$ cat config.mk
export PLATFORM = sky130hd
export DESIGN_NAME = sbflash_rd
export DESIGN_NICKNAME = d
export VERILOG_FILES = /design/src/rtl/sbflash_rd.sv
export SDC_FILE = /design/constraint.sdc
export NUM_CORES = 1
export LEC_CHECK = 0
export BUFFER_PORTS_ARGS = -buffer_cell sky130_fd_sc_hd__buf_2
export CORE_MARGIN = 10
export CORE_UTILIZATION = 45
export CTS_BUF_LIST = sky130_fd_sc_hd__clkbuf_4 sky130_fd_sc_hd__clkbuf_8 sky130_fd_sc_hd__clkbuf_16
export DETAILED_ROUTE_END_ITERATION = 16
export PLACE_DENSITY = 0.84
export SLEW_MARGIN = 20
export SYNTH_ARGS = -nofsm -noshare
export SYNTH_HDL_FRONTEND = slang
export SYNTH_SLANG_ARGS = --single-unit
export TNS_END_PERCENT = 20
$ cat constraint.sdc
create_clock -name clk -period 1.95 [get_ports clk]
set_input_delay 0 -clock clk [delete_from_list [all_inputs] [get_ports clk]]
set_output_delay 0 -clock clk [all_outputs]
set_load 0.02 [all_outputs]
$ cat src/rtl/sbflash_rd.sv
module sbflash_rd #(
  parameter int AW    = 24,
  parameter int DW    = 16,
  parameter int LATW  = 5,
  parameter int HOLDW = 4
) (
  input  logic             clk,
  input  logic             rst_n,
  input  logic             req,
  input  logic             req_we,
  input  logic [AW-1:0]    req_addr,
  input  logic [1:0]       req_len,
  input  logic [LATW-1:0]  cfg_lat,
  input  logic [HOLDW-1:0] cfg_hold,
  output logic             ack,
  output logic             err,
  output logic             busy,
  output logic [DW-1:0]    rdata,
  output logic             rvalid,
  output logic             mem_clk_en,
  output logic [AW-1:0]    mem_addr,
  output logic             mem_cs_n,
  output logic             mem_adv_n,
  output logic             mem_oe_n,
  input  logic [DW-1:0]    mem_dq
);
  localparam int CW0 = (LATW > HOLDW) ? LATW : HOLDW;
  localparam int CW  = (CW0 > 4) ? CW0 : 4;

  typedef enum logic [2:0] {S_IDLE, S_CSU, S_ADV, S_LAT, S_BST, S_HLD} st_t;

  st_t              st;
  logic [CW-1:0]    cnt;
  logic [CW-1:0]    blast;
  logic [1:0]       len_q;
  logic [LATW-1:0]  lat_q;
  logic [HOLDW-1:0] hold_q;
  logic [AW-1:0]    addr_q;

  always_comb begin
    case (len_q)
      2'd0:    blast = CW'(0);
      2'd1:    blast = CW'(3);
      2'd2:    blast = CW'(7);
      default: blast = CW'(15);
    endcase
  end

  always_ff @(posedge clk or negedge rst_n) begin
    if (!rst_n) begin
      st     <= S_IDLE;
      cnt    <= '0;
      ack    <= 1'b0;
      err    <= 1'b0;
      rvalid <= 1'b0;
      rdata  <= '0;
      addr_q <= '0;
      len_q  <= '0;
      lat_q  <= '0;
      hold_q <= '0;
    end else begin
      ack    <= 1'b0;
      err    <= 1'b0;
      rvalid <= 1'b0;
      case (st)
        S_IDLE: if (req) begin
          ack <= 1'b1;
          if (req_we) err <= 1'b1;
          else begin
            st     <= S_CSU;
            addr_q <= req_addr;
            len_q  <= req_len;
            lat_q  <= cfg_lat;
            hold_q <= cfg_hold;
          end
        end
        S_CSU: st <= S_ADV;
        S_ADV: begin
          if (lat_q == '0) begin
            st  <= S_BST;
            cnt <= blast;
          end else begin
            st  <= S_LAT;
            cnt <= CW'(lat_q) - CW'(1);
          end
        end
        S_LAT: begin
          if (cnt == '0) begin
            st  <= S_BST;
            cnt <= blast;
          end else cnt <= cnt - CW'(1);
        end
        S_BST: begin
          rvalid <= 1'b1;
          rdata  <= mem_dq;
          if (cnt == '0) begin
            if (hold_q == '0) st <= S_IDLE;
            else begin
              st  <= S_HLD;
              cnt <= CW'(hold_q) - CW'(1);
            end
          end else cnt <= cnt - CW'(1);
        end
        S_HLD: begin
          if (cnt == '0) st <= S_IDLE;
          else cnt <= cnt - CW'(1);
        end
        default: st <= S_IDLE;
      endcase
    end
  end

  assign busy       = (st != S_IDLE);
  assign mem_cs_n   = (st == S_IDLE);
  assign mem_adv_n  = (st != S_ADV);
  assign mem_oe_n   = !(st == S_LAT || st == S_BST || st == S_HLD);
  assign mem_clk_en = (st == S_ADV || st == S_LAT || st == S_BST);
  assign mem_addr   = addr_q;


  cs_leads_adv_chk: assert property (@(posedge clk) disable iff (!rst_n)
    !mem_adv_n |-> (!mem_cs_n && $past(!mem_cs_n)));

  adv_single_chk: assert property (@(posedge clk) disable iff (!rst_n)
    !mem_adv_n |=> mem_adv_n);

  addr_steady_chk: assert property (@(posedge clk) disable iff (!rst_n)
    (!mem_cs_n && $past(!mem_cs_n)) |-> $stable(mem_addr));

  ack_pulse_chk: assert property (@(posedge clk) disable iff (!rst_n)
    ack |=> !ack);

  wr_refused_chk: assert property (@(posedge clk) disable iff (!rst_n)
    err |-> (ack && mem_cs_n && !busy));

  joint_release_chk: assert property (@(posedge clk) disable iff (!rst_n)
    $rose(mem_oe_n) |-> $rose(mem_cs_n));

  capture_window_chk: assert property (@(posedge clk) disable iff (!rst_n)
    rvalid |-> $past(mem_clk_en && !mem_oe_n));
endmodule

==> results.cfg <==
[timing]
finalHoldViolations = 0
final-setup-viol-count = 0
fin_tns_setup_ps = 0
maxSlewViolCount = 0
rsz0062_at_grt = true
finalWorstSetupSlack_ps = 6.26
worst_pin_slew_ps = 746
relSlewSlack_pct = 50.3
clock_skew_ps = 8.01
min_period_ps = 1940
clock.fmax_mhz = 514
fin_crit_sh_pct = 99.7

[synthesis]
synth_area_leaders = dfrtp_1 54%, mux2_2 18%, ha_1 2.6%
synth.top_cell.area_share_pct = 53.6
synth_area_leader_cell = dfrtp_1
synth-edff-count = 0
synth_fp_nets = 302
syn-cell-area_sq_um = 2890
synthCells = 241
syn_area_per_cell_sq_um = 12.0
synth.distinct_cells = 43
yosysWarnings = 0
ys.flop_type = dfrtp_1
synthArstFlopShare_pct = 100
seq_area_frac_synth_pct = 53.6
synth-seq-cells = 62

[layout]
instances_no_fill = 498
final_area_sq_um = 4370
drive_gt1_share_pct = 47.1
areaGrowthSynthToFinish_pct = 51.1
final_cell_mix = 102 x buf_2, 62 x dfrtp_1, 54 x dlygate4sd3_1
nNetsFinal = 477
mostFrequentLayoutCell = buf_2

[run_status]
status = complete, no violations

[worst_setup_path]
crit_chain = inv_2 > ha_4 > or4b_4 > o21ai_0 > o21ai_1 > a221oi_2 > o22ai_1
critical_path_buf_inv_count = 1
crit_path_start = cnt[0]
path_delay_family = compound AO/OA/AOI/OAI gates
cp-end-kind = flop
max_stage_delay_ps = 490
required_ps = 2180
reg2reg_depth = 7
rrSetupSlack_ps = 6
critPathLaunchType = flop
slowest_stage = or4b_4
r2r_start = cnt[0]
r2r-end = cnt[4]
cp_max_fo = 3
worstPathArrival_ps = 2170
crit_cells = 7
crit_type = reg2reg
crit_path_end = cnt[4]

[place]
dpl.hpwl_um = 5620
gp_congestion = 0.945
placed_cell_area_sq_um = 3590
preCtsSetupSlack_ps = -74.1
io_buffers = 102
placedCellCount = 427

[hold_path]
min_path_type = in2async

[floorplan]
io_pins = 103
initial_core_util_pct = 45.8
dieArea_sq_um = 10000
die_w_um = 100
rows = 29
die_h_um = 100
core_sq_um = 6310

[grt]
met3_usage_pct = 5.22
grt_pass1_vias = 2737
antenna_found_initial = 1
grt_usage_pct = 17.4
grt_max_degree = 40
groute.layer.met1.usage_pct = 18.2
grt_pass1_wl_um = 14000
grt_overflow_total = 0
grt_busiest_layer = met2
grt_use_met2_pct = 31.8

[clock_network]
cts_max_path_buffers = 2
root_buffer = clkbuf_8
clk_pin_slew_ps = 70
clock_latency_ps = 340
cts_made_buffers = 9
cts_tree = done
ctsHtreeMaxLevel = 3
cts.sinks = 62

[route]
vias = 2564
wl_per_cell_um = 17.7
wirelength_um = 8810
drc = 0
ant_nets = 0
drt-vias-per-instance = 5.15
drtPass1Iterations = 4
drt_iter0_markers = 268

[power_and_ir_drop]
p_sw_share_pct = 41.7
pwr-share-seq_pct = 33.2
p_per_area_nw_per_um2 = 1640
p_int_uw = 4180
finalPower_uw = 7160
p_leak_uw = 0.00209
net-switching-power_uw = 2980
combPwrFrac_pct = 51.0
pwr-share-clk_pct = 15.8
ir_drop_uv = 821

[flow_run]
drv_cap = 0
[power by group through the flow]
stage               clock network, uW  logic [uW]  registers (uW)
floorplan                           0        1740            2830
global placement                    0        3330            2300
detailed placement                  0        3410            2360
CTS                              1150        3520            2340
global route                     1210        3930            2460
finish                           1130        3650            2380
[per-stage QoR]
stage               util [%]  hold slack (ps)
global placement        56.9              107
detailed placement      56.9              106
finish                  69.2              267
global route            69.2              326
CTS                     68.6              272
floorplan                  -             -296
[layer usage]
metal | vias to the layer above | part of all wire [%] | routed length, um
li1 | 1198 | - | -
met1 | 1242 | 35 | 3080
met2 | 107 | 56 | 4930
met3 | 17 | 6.9 | 610
met4 | 0 | 2.1 | 184
met5 | - | 0 | 0
[cells by family after synthesis]
family / synth area share [%]
compound gates: 9.69
fa+ha+maj: 2.59
simple gates: 10.2
buf+inv: 3.50
flops: 53.6
mux: 18.6
xor+xnor: 1.82
[final cells by class]
type,count,area [sq um]
flip-flops and latches,62,1550
diodes,1,2.50
multi-input cells,159,1280
clock buffers,11,145
fillers,452,1940
inverters,9,33.8
clock inverters,4,47.5
repair buffers,175,1210
well taps,77,96.3
[cells in the mapped netlist (all sizes together), types with 2 or more instances]
| cell | number |
|---|---|
| nand3 | 3 |
| and2 | 3 |
| nor2 | 13 |
| xnor2 | 2 |
| xor2 | 4 |
| dfrtp | 62 |
| inv | 9 |
| o32a | 2 |
| a221oi | 2 |
| nand2b | 4 |
| nand2 | 17 |
| mux2 | 47 |
| nor3 | 6 |
| buf | 8 |
| o21ai | 14 |
| a31oi | 2 |
| ha | 6 |
| clkbuf | 3 |
| nor2b | 3 |
| nor3b | 2 |
| or4b | 2 |
| a21oi | 12 |
| o22a | 3 |
[sequential cells by signal (all words and copies together), names as in the netlist]
name and count:
ack 1, cnt 5, err 1, hold_q 4
lat_q 5, len_q 2, mem_addr 24, rdata 16
rvalid 1, st 3
[worst min-delay path by stage]
| stage | start | to | slack (ps) |
|---|---|---|---|
| after floorplan | rst_n | ack | -300 |
| after global placement | rst_n | mem_addr[22] | 110 |
| after detailed placement | rst_n | mem_addr[2] | 110 |
| after CTS | rst_n | lat_q[3] | 270 |
| after global routing | rst_n | mem_addr[23] | 330 |
| final | rst_n | mem_addr[22] | 270 |
[timing repair]
| action | 4_1_cts | 5_1_grt |
|---|---|---|
| resized for setup | 2 | 10 |
| hold buffers | 54 | 0 |
| buffers inserted | 0 | 1 |
| pin swaps | 0 | 6 |
| endpoints found under the setup margin | 4 | 6 |
| endpoints found under the hold margin | 85 | 0 |
No activity file was read; power rests on OpenSTA's default activity.
